--- src/rtl/sarDeferSeqPkg.sv ---
package sarDeferSeqPkg;
  typedef enum logic [1:0] {
    ST_IDLE  = 2'd0,
    ST_START = 2'd1,
    ST_TRIAL = 2'd2,
    ST_WRITE = 2'd3
  } seqStateT;

  typedef struct packed {
    logic clear;
    logic decide;
    logic inTrial;
  } seqStrobeT;
endpackage

--- src/rtl/sarDeferSeqCtrl.sv ---
module sarDeferSeqCtrl
  import sarDeferSeqPkg::*;
#(
  parameter int DATA_W     = 12,
  parameter int TRIAL_CLKS = 4,
  parameter int IDX_W      = $clog2(DATA_W + 1)
) (
  input  logic             clk,
  input  logic             rstN,
  input  logic             convStN,
  input  logic             csN,
  input  logic             rdN,
  input  logic             wrN,
  output logic             busyN,
  output logic             fifoPush,
  output logic             convDone,
  output seqStrobeT        strobe,
  output logic [IDX_W-1:0] trialIdx
);
  localparam int CNT_W = (TRIAL_CLKS > 2) ? $clog2(TRIAL_CLKS) : 1;
  localparam logic [CNT_W-1:0] CNT_LAST  = CNT_W'(TRIAL_CLKS - 1);
  localparam logic [CNT_W-1:0] CNT_FIRST = CNT_W'(TRIAL_CLKS - 2);
  localparam logic [IDX_W-1:0] IDX_OOR   = IDX_W'(DATA_W);

  seqStateT         state;
  logic [CNT_W-1:0] phaseCnt;
  logic             syncA, syncB;
  logic             startFall, startRise, busHit, decisionDue;

  // Two-stage synchronizer; edges seen between the stages
  always_ff @(posedge clk or negedge rstN) begin
    if (!rstN) begin
      syncA <= 1'b1;
      syncB <= 1'b1;
    end else begin
      syncA <= convStN;
      syncB <= syncA;
    end
  end

  assign startFall   = syncB & ~syncA;
  assign startRise   = ~syncB & syncA;
  assign busHit      = ~csN & (~rdN | ~wrN);
  assign decisionDue = (state == ST_TRIAL) && (phaseCnt == CNT_LAST);

  always_ff @(posedge clk or negedge rstN) begin
    if (!rstN) begin
      state    <= ST_IDLE;
      phaseCnt <= '0;
      trialIdx <= '0;
    end else begin
      unique case (state)
        ST_IDLE:  if (startFall) state <= ST_START;
        ST_START: if (startRise) begin
          state    <= ST_TRIAL;
          phaseCnt <= CNT_FIRST;
          trialIdx <= '0;
        end
        ST_TRIAL: begin
          if (phaseCnt != CNT_LAST) begin
            phaseCnt <= phaseCnt + 1'b1;
          end else if (!busHit) begin
            phaseCnt <= '0;
            if (trialIdx == IDX_OOR) state <= ST_WRITE;
            else trialIdx <= trialIdx + 1'b1;
          end
        end
        ST_WRITE: state <= ST_IDLE;
        default:  state <= ST_IDLE;
      endcase
    end
  end

  assign strobe.clear   = (state == ST_START) && startRise;
  assign strobe.decide  = decisionDue && !busHit;
  assign strobe.inTrial = (state == ST_TRIAL);
  assign busyN          = (state != ST_START);
  assign fifoPush       = (state == ST_WRITE);
  assign convDone       = (state == ST_WRITE);
endmodule

--- src/rtl/sarDeferSeqData.sv ---
module sarDeferSeqData
  import sarDeferSeqPkg::*;
#(
  parameter int DATA_W = 12,
  parameter int IDX_W  = $clog2(DATA_W + 1)
) (
  input  logic              clk,
  input  logic              rstN,
  input  seqStrobeT         strobe,
  input  logic [IDX_W-1:0]  trialIdx,
  input  logic              cmpIn,
  output logic [DATA_W-1:0] dacCode,
  output logic [DATA_W:0]   fifoData
);
  logic [DATA_W-1:0] result;
  logic              oorBit;
  logic [DATA_W-1:0] trialMask;

  always_comb begin
    trialMask = '0;
    for (int b = 0; b < DATA_W; b++)
      if (int'(trialIdx) == DATA_W - 1 - b) trialMask[b] = 1'b1;
  end

  always_comb begin
    if (!strobe.inTrial)              dacCode = result;
    else if (int'(trialIdx) < DATA_W) dacCode = result | trialMask;
    else                              dacCode = '1;
  end

  always_ff @(posedge clk or negedge rstN) begin
    if (!rstN) begin
      result <= '0;
      oorBit <= 1'b0;
    end else if (strobe.clear) begin
      result <= '0;
      oorBit <= 1'b0;
    end else if (strobe.decide) begin
      if (int'(trialIdx) >= DATA_W) oorBit <= cmpIn;
      for (int b = 0; b < DATA_W; b++)
        if (trialMask[b]) result[b] <= cmpIn;
    end
  end

  assign fifoData = {oorBit, result};
endmodule

--- src/rtl/sarDeferSeq.sv ---
module sarDeferSeq
  import sarDeferSeqPkg::*;
#(
  parameter int DATA_W     = 12,
  parameter int TRIAL_CLKS = 4
) (
  input  logic              clk,
  input  logic              rstN,
  input  logic              convStN,
  input  logic              csN,
  input  logic              rdN,
  input  logic              wrN,
  input  logic              cmpIn,
  output logic              busyN,
  output logic [DATA_W-1:0] dacCode,
  output logic              fifoPush,
  output logic [DATA_W:0]   fifoData,
  output logic              convDone
);
  localparam int IDX_W = $clog2(DATA_W + 1);

  seqStrobeT        strobe;
  logic [IDX_W-1:0] trialIdx;

  sarDeferSeqCtrl #(.DATA_W(DATA_W), .TRIAL_CLKS(TRIAL_CLKS), .IDX_W(IDX_W)) u_ctrl (
    .clk(clk), .rstN(rstN), .convStN(convStN), .csN(csN), .rdN(rdN), .wrN(wrN),
    .busyN(busyN), .fifoPush(fifoPush), .convDone(convDone),
    .strobe(strobe), .trialIdx(trialIdx)
  );

  sarDeferSeqData #(.DATA_W(DATA_W), .IDX_W(IDX_W)) u_data (
    .clk(clk), .rstN(rstN), .strobe(strobe), .trialIdx(trialIdx),
    .cmpIn(cmpIn), .dacCode(dacCode), .fifoData(fifoData)
  );
endmodule

--- config.mk ---
export PLATFORM = sky130hd
export DESIGN_NAME = sarDeferSeq
export DESIGN_NICKNAME = d
export VERILOG_FILES = /design/src/rtl/sarDeferSeqPkg.sv /design/src/rtl/sarDeferSeqCtrl.sv /design/src/rtl/sarDeferSeqData.sv /design/src/rtl/sarDeferSeq.sv
export SDC_FILE = /design/constraint.sdc
export NUM_CORES = 1
export LEC_CHECK = 0
export ABC_AREA = 1
export BUFFER_PORTS_ARGS = -buffer_cell sky130_fd_sc_hd__buf_2
export CORE_ASPECT_RATIO = 1.4
export CORE_MARGIN = 2
export CORE_UTILIZATION = 45
export CTS_CLUSTER_DIAMETER = 120
export CTS_CLUSTER_SIZE = 8
export DETAILED_ROUTE_END_ITERATION = 6
export GPL_ROUTABILITY_DRIVEN = 0
export PLACE_DENSITY = 0.75
export SYNTH_ARGS = -nofsm -noshare
export SYNTH_HDL_FRONTEND = slang
export SYNTH_HIERARCHICAL = 1
export SYNTH_SLANG_ARGS = --single-unit
export TNS_END_PERCENT = 20
--- constraint.sdc ---
create_clock -name clk -period 1.8 [get_ports clk]
set_input_delay 0.09 -clock clk [delete_from_list [all_inputs] [get_ports clk]]
set_output_delay 0.09 -clock clk [all_outputs]
set_load 0.02 [all_outputs]
==> summary.txt, run 1 <==
Floorplan
  • Row cnt: 26
  • Die Area: 4320 sq um
  • DIE WIDTH: between 50 and 60 microns
  • Initial Util: roughly 47%
  • I/O Pins: 35
  • Die Y: between 70 and 80 microns
  • Core area: 3640 sq um

Layout
  • Most frequent cells in the layout: 93 x nand2_1, 43 x inv_1, 34 x buf_2
  • P&R area growth vs syn: 16.2%
  • Commonest non-fill, non-tap cell in the layout: nand2_1
  • Fillers: 370
  • Share of layout cells above drive strength 1: 21.6%
  • Final Net Count: ~320
  • N_diodes: 0

Drt
  • WL per Instance: roughly 11 microns
  • First drt pass iteration count: 4
  • Final wirelength: 3640 microns
  • Final ANT Viol Nets: 0
  • Vias: 1638
  • Drt via density: 4.78
  • DR iter-0 viols: 66
  • Residual DRC count: 0

Logic synthesis
  • Synthesized area per cell: 6.39 sq um
  • Share of the synthesized area in the top cell type: 30.7%
  • Post-Syn Instances: about 270
  • Syn nets: around 280
  • Synth cell types: 22
  • Yosys warns: 6
  • Mapped cell area: around 1700 sq um
  • Sequential area share after synthesis: between 30% and 40%
  • Post-synthesis sequential element count: 23
  • Area contributors post-synth: dfrtp_1 31%, nand2_1 21%, inv_1 9.4%, nand3_1 8.2%, ha_1 6.6%
  • Area leader, netlist: dfrtp_1

Clocking
  • Clock sink count: 23
  • Post-CTS Repair Setup Buffers: 0
  • Clock slew at reported path FFs: ~80 ps
  • CTS tree: built
  • Clock buffer depth: 2
  • CTS H-tree depth: 1
  • Num CTS Buffers: 3
  • Clock latency on the worst-skew pair: around 260 ps
  • CTS root buf: clkbuf_8

Timing
  • Crit share post-route: 90.6%
  • # setup viols final: 0
  • Final min period: 1630 ps
  • Worst Tran Pin Value: 530 ps
  • Final Hold Vio Count: 0
  • Fin. max-slew vios: 0
  • Max_slew headroom: 64.7%
  • Fin Setup TNS: 0 ps
  • Worst Skew: between 4 and 5 ps
  • Fmax: just over 0.6 GHz
  • RSZ-0062 raised after global routing: false

Global routing
  • GRT overflow: 0
  • First-pass GRT wire length: between 6000 and 7000 microns
  • Largest net degree at the start of global routing: 27
  • Number of global-route vias before repair: about 1500
  • GRT Total Usage: between 10% and 20%
  • Initial antenna violation count: 0

Placement
  • Post-DP HPWL: 2750 microns
  • PortBufs: 34

Pwr
  • Maximum vdd drop: 0.826 mV
  • Pwr Density: 1310 nW/um^2
  • Static Leak: between 0.001 and 0.0015 uW
  • Tot Pwr: about 2600 uW

Outcome
  • Outcome: complete, no violations

Run
  • Max Cap Viol: 0

Worst setup path
  • Critical Path Fanout Max: 10
  • Setup crit start kind: register
  • CP required: roughly 1700 ps
  • Worst setup EP type: output port
  • Setup CP Type: reg -> out
  • Worst Path Arrival: 1540 ps

Min path
  • Hold/Removal Path Class: in -> reg
[flip-flops by register name (all words and copies together) (netlist names)]
name / count
u_data/oorBit: 1
u_ctrl/phaseCnt: 2
u_ctrl/syncA: 1
u_ctrl/state: 2
u_ctrl/trialIdx: 4
u_data/result: 12
u_ctrl/syncB: 1
[report_power, final]
group          total [uW]  leakage [uW]  internal, uW  switching, uW
clock                 312     0.0000228           158            154
combinational        1500      0.000904           518            987
sequential            790      0.000299           654            136
[per-layer routing]
layer	share of wire (%)	track usage, %
met1	43	22.4
met2	52	32.7
met3	3.5	2.02
met4	2.0	6.67
met5	0	0
[critical path: stages (launching register included)]
cell and delay (ps):
dfrtp_1 530, inv_1 120, nand2_1 140, nor2_1 60, o21ai_0 210, nand2_1 70, buf_2 160
[layout make-up]
class,instances,area [sq um],area share [%]
multi-input cells,187,907,45.6
flip-flops and latches,23,582,29.3
repair buffers,38,218,11.0
inverters,49,184,9.25
well taps,42,52.6,2.64
clock buffers,4,45.0,2.27
[path summary, 6_finish.rpt]
kind / end / from / depth (start not counted) / slack [ps]
hold reg to reg: u_ctrl/syncB$_DFF_PN1_ / u_ctrl/syncA$_DFF_PN1_ / 0 / 380
hold / removal: u_data/oorBit$_DFFE_PN0P_ / cmpIn / 3 / 120
max in group asynchronous: u_ctrl/trialIdx[1]$_DFFE_PN0P_ / rstN / 2 / 1080
setup reg to reg: u_data/result[10]$_DFFE_PN0P_ / u_ctrl/state[0]$_DFFE_PN0P_ / 9 / 180
setup / recovery: dacCode[7] / u_ctrl/trialIdx[0]$_DFFE_PN0P_ / 6 / 170
min in group asynchronous: u_data/result[5]$_DFFE_PN0P_ / rstN / 2 / 340
[what timing repair did]
action	4_1_cts	5_1_grt
endpoints found under the hold margin	22	0
hold buffers	2	0
endpoints found under the setup margin	12	22
pin swaps	0	0
gates resized for setup	1	6
[cell families (layout without fill, tap and decap cells)]
kind of cell	after synthesis	after routing	share of synthesized area (%)
simple gates	163	163	40.8
xor+xnor	1	1	0.512
buf+inv	58	91	14.3
fa+ha+maj	9	9	6.58
flops	23	23	33.8
compound gates	14	14	4.09
[Yosys cell counts]
| cell type | n |
|---|---|
| nand4_1 | 3 |
| xnor2_1 | 1 |
| buf_6 | 1 |
| or2_2 | 1 |
| inv_1 | 43 |
| dfrtp_1 | 21 |
| a21oi_1 | 1 |
| nand3_1 | 28 |
| inv_2 | 6 |
| nand3_2 | 1 |
| nor2_1 | 26 |
| o21ai_0 | 7 |
| buf_1 | 1 |
| ha_1 | 9 |
| nand2_2 | 2 |
| dfstp_2 | 2 |
| nor2_2 | 6 |
| buf_2 | 3 |
| nand2_1 | 94 |
| buf_4 | 4 |
| o21ai_1 | 6 |
| nand2_4 | 2 |
[metrics by stage]
step / std cells / hold WS, ps / utilization (%) / area, sq um / setup slack (ps)
after global placement: 337 / 103 / 52.2 / 1900 / 115
after CTS: 343 / 99.4 / 54.1 / 1970 / 60.3
after global routing: 343 / 134 / 54.6 / 1990 / 30.3
final: 343 / 117 / 54.6 / 1990 / 170
after floorplan: 268 / -206 / - / 1710 / 281
after detailed placement: 337 / 101 / 52.2 / 1900 / 61.0
No activity file was read; power rests on OpenSTA's default activity.
==> run 2: changes to the inputs <==
--- a/config.mk
+++ b/config.mk
@@ -7,14 +7,14 @@
 export LEC_CHECK = 0
 export ABC_AREA = 1
 export BUFFER_PORTS_ARGS = -buffer_cell sky130_fd_sc_hd__buf_2
-export CORE_ASPECT_RATIO = 1.4
+export CORE_ASPECT_RATIO = 0.75
 export CORE_MARGIN = 2
-export CORE_UTILIZATION = 45
+export CORE_UTILIZATION = 55
 export CTS_CLUSTER_DIAMETER = 120
 export CTS_CLUSTER_SIZE = 8
 export DETAILED_ROUTE_END_ITERATION = 6
 export GPL_ROUTABILITY_DRIVEN = 0
-export PLACE_DENSITY = 0.75
+export PLACE_DENSITY = 0.87
 export SYNTH_ARGS = -nofsm -noshare
 export SYNTH_HDL_FRONTEND = slang
 export SYNTH_HIERARCHICAL = 1
==> summary.txt, run 2 (synthesized netlist as in run 1, its figures left out) <==
Drt
  • Final ANT Viol Nets: 0 (unchanged)
  • Residual DRC count: 0 (unchanged)
  • DR iter-0 viols: 121 (was 66)
  • Vias: 1696 (was 1638)
  • First drt pass iteration count: 4 (unchanged)
  • Drt via density: 5.00 (was 4.78)
  • WL per Instance: 11.3 microns (was 10.6 microns)
  • Final wirelength: 3830 microns (was 3640 microns)

Min path
  • WHS Path Cells: 3 (unchanged)
  • Hold/Removal Path Class: in -> reg (unchanged)

Layout
  • Most frequent cells in the layout: 93 x nand2_1, 43 x inv_1, 34 x buf_2 (unchanged)
  • P&R area growth vs syn: 15.6% (was 16.2%)
  • Share of layout cells above drive strength 1: 20.6% (was 21.6%)
  • N_diodes: 0 (unchanged)
  • Max reg flops: 12 (unchanged)
  • Final Net Count: 318 (unchanged)
  • Largest registers: u_data/result: 12 flops, u_ctrl/trialIdx: 4 flops (unchanged)
  • Commonest non-fill, non-tap cell in the layout: nand2_1 (unchanged)
  • Reg with most FFs: u_data/result (unchanged)
  • Non-Filler Instances: 339 (was 343)

Worst setup path
  • Worst path depth: 6 (unchanged)
  • Critical Path Most Common Cell: nand2_1 (unchanged)
  • Worst setup EP type: output port (unchanged)
  • Critical path cell sequence: inv_1, nand2_1, nor2_1, o21ai_0, nand2_1, buf_2 (unchanged)
  • Top delay family on crit path: flip-flops (unchanged)
  • Setup crit start kind: register (unchanged)
  • Worst Path Arrival: 1610 ps (was 1540 ps)
  • CP max-delay cell: dfrtp_1 (unchanged)
  • CP max stage delay: 520 ps (was 530 ps)
  • Critical Path Fanout Max: 9 (was 10)
  • CP required: 1710 ps (about the same)
  • R2R cell count: 10 (was 9)
  • Buf/Inv on CP: 2 (unchanged)
  • Setup CP Type: reg -> out (unchanged)

Placement
  • Dpl ws: 34.5 ps (was 61.0 ps)
  • PortBufs: 34 (unchanged)
  • Placed cell count: 333 (was 337)
  • Post-DP HPWL: 2790 microns (was 2750 microns)

Timing
  • Fmax: 0.588 GHz (was 0.613 GHz)
  • # setup viols final: 0 (unchanged)
  • Setup WS post-layout: 101 ps (was 170 ps)
  • Final min period: 1700 ps (was 1630 ps)
  • Fin. max-slew vios: 0 (unchanged)
  • Crit share post-route: 94.4% (was 90.6%)
  • RSZ-0062 raised after global routing: true (was false)
  • Final Hold Vio Count: 0 (unchanged)
  • Worst Tran Pin Value: 503 ps (was 530 ps)
  • Fin Setup TNS: 0 ps (unchanged)
  • Max_slew headroom: 66.5% (was 64.7%)
  • Worst Skew: 2.17 ps (was 4.62 ps)

Floorplan
  • DIE WIDTH: 68.4 microns (was 56.1 microns)
  • I/O Pins: 35 (unchanged)
  • Die Area: 3580 sq um (was 4320 sq um)
  • Row cnt: 17 (was 26)
  • Core area: 2960 sq um (was 3640 sq um)
  • Initial Util: 57.9% (was 47.0%)
  • Die Y: 52.3 microns (was 77.0 microns)

Pwr
  • Tot Pwr: 2650 uW (was 2610 uW)
  • Maximum vdd drop: 0.839 mV (was 0.826 mV)
  • Static Leak: 0.00123 uW (about the same)
  • Pwr Density: 1340 nW/um^2 (was 1310 nW/um^2)

Clocking
  • Clock sink count: 23 (unchanged)
  • CTS tree: built (unchanged)
  • Clock latency on the worst-skew pair: 260 ps (about the same)
  • Clock buffer depth: 2 (unchanged)
  • CTS H-tree depth: 1 (unchanged)
  • Post-CTS Repair Setup Buffers: 0 (unchanged)
  • Num CTS Buffers: 3 (unchanged)
  • Clock slew at reported path FFs: 80 ps (about the same)
  • CTS root buf: clkbuf_8 (unchanged)

Global routing
  • First-pass GRT wire length: 6350 microns (was 6470 microns)
  • Number of global-route vias before repair: 1475 (was 1524)
  • Initial antenna violation count: 0 (unchanged)
  • GRT overflow: 0 (unchanged)
  • GRT Total Usage: 23.8% (was 18.3%)
  • Largest net degree at the start of global routing: 27 (unchanged)

Run
  • Max Cap Viol: 0 (unchanged)

Outcome
  • Outcome: complete, no violations (unchanged)
==> run 2: cell counts in the layout (fill, tap and decap cells not counted) <==
Identical to the previous run, type by type.
==> run 2: cell type report <==
cell class,count,area [sq um]
tap,38,47.5
sequential,23,579
inverter,49,184
fill,256,978
clock buffer,4,45.0
timing repair buffer,38,218
multi-input combinational,187,905
==> run 2: per-layer routing <==
| layer | GRT usage, % | up-vias | share of wire, % |
|---|---|---|---|
| li1 | - | 872 | - |
| met1 | 34.1 | 734 | 49 |
| met2 | 36.5 | 82 | 43 |
| met3 | 5.38 | 8 | 7.2 |
| met4 | 5.33 | 0 | 1.0 |
| met5 | 0 | - | 0 |
==> run 2: through the flow <==
| step | hold WS [ps] | area, sq um | util (%) |
|---|---|---|---|
| after CTS | 103 | 1960 | 66.4 |
| final | 122 | 1980 | 66.9 |
| after global routing | 149 | 1980 | 66.9 |
| after detailed placement | 96.8 | 1900 | 64.2 |
| after global placement | 94.7 | 1900 | 64.2 |
| after floorplan | -206 | 1710 | - |
==> run 2: worst min-delay path: stages <==
cell	delay (ps)
buf_2	120
nand4_1	90
nand2_1	50
==> run 2: timing repair <==
item	CTS	global route
gates resized for setup	1	3
endpoints found under the setup margin	12	19
hold endpoints to repair	22	0
hold buffers	2	0
==> run 2: power breakdown <==
| group | internal, uW | switching (uW) | leakage, uW |
|---|---|---|---|
| logic | 520 | 1010 | 0.000904 |
| registers | 651 | 144 | 0.000303 |
| clock network | 158 | 163 | 0.0000228 |
==> run 2: path summary, 6_finish.rpt <==
kind	start	end	slack, ps
setup / recovery	u_ctrl/trialIdx[3]$_DFFE_PN0P_	dacCode[10]	100
hold / removal	cmpIn	u_data/oorBit$_DFFE_PN0P_	120
setup reg to reg	u_ctrl/state[1]$_DFFE_PN0P_	u_data/result[7]$_DFFE_PN0P_	110
hold reg to reg	u_ctrl/syncA$_DFF_PN1_	u_ctrl/syncB$_DFF_PN1_	380
max in group asynchronous	rstN	u_ctrl/trialIdx[2]$_DFFE_PN0P_	1100
min in group asynchronous	rstN	u_ctrl/state[0]$_DFFE_PN0P_	330
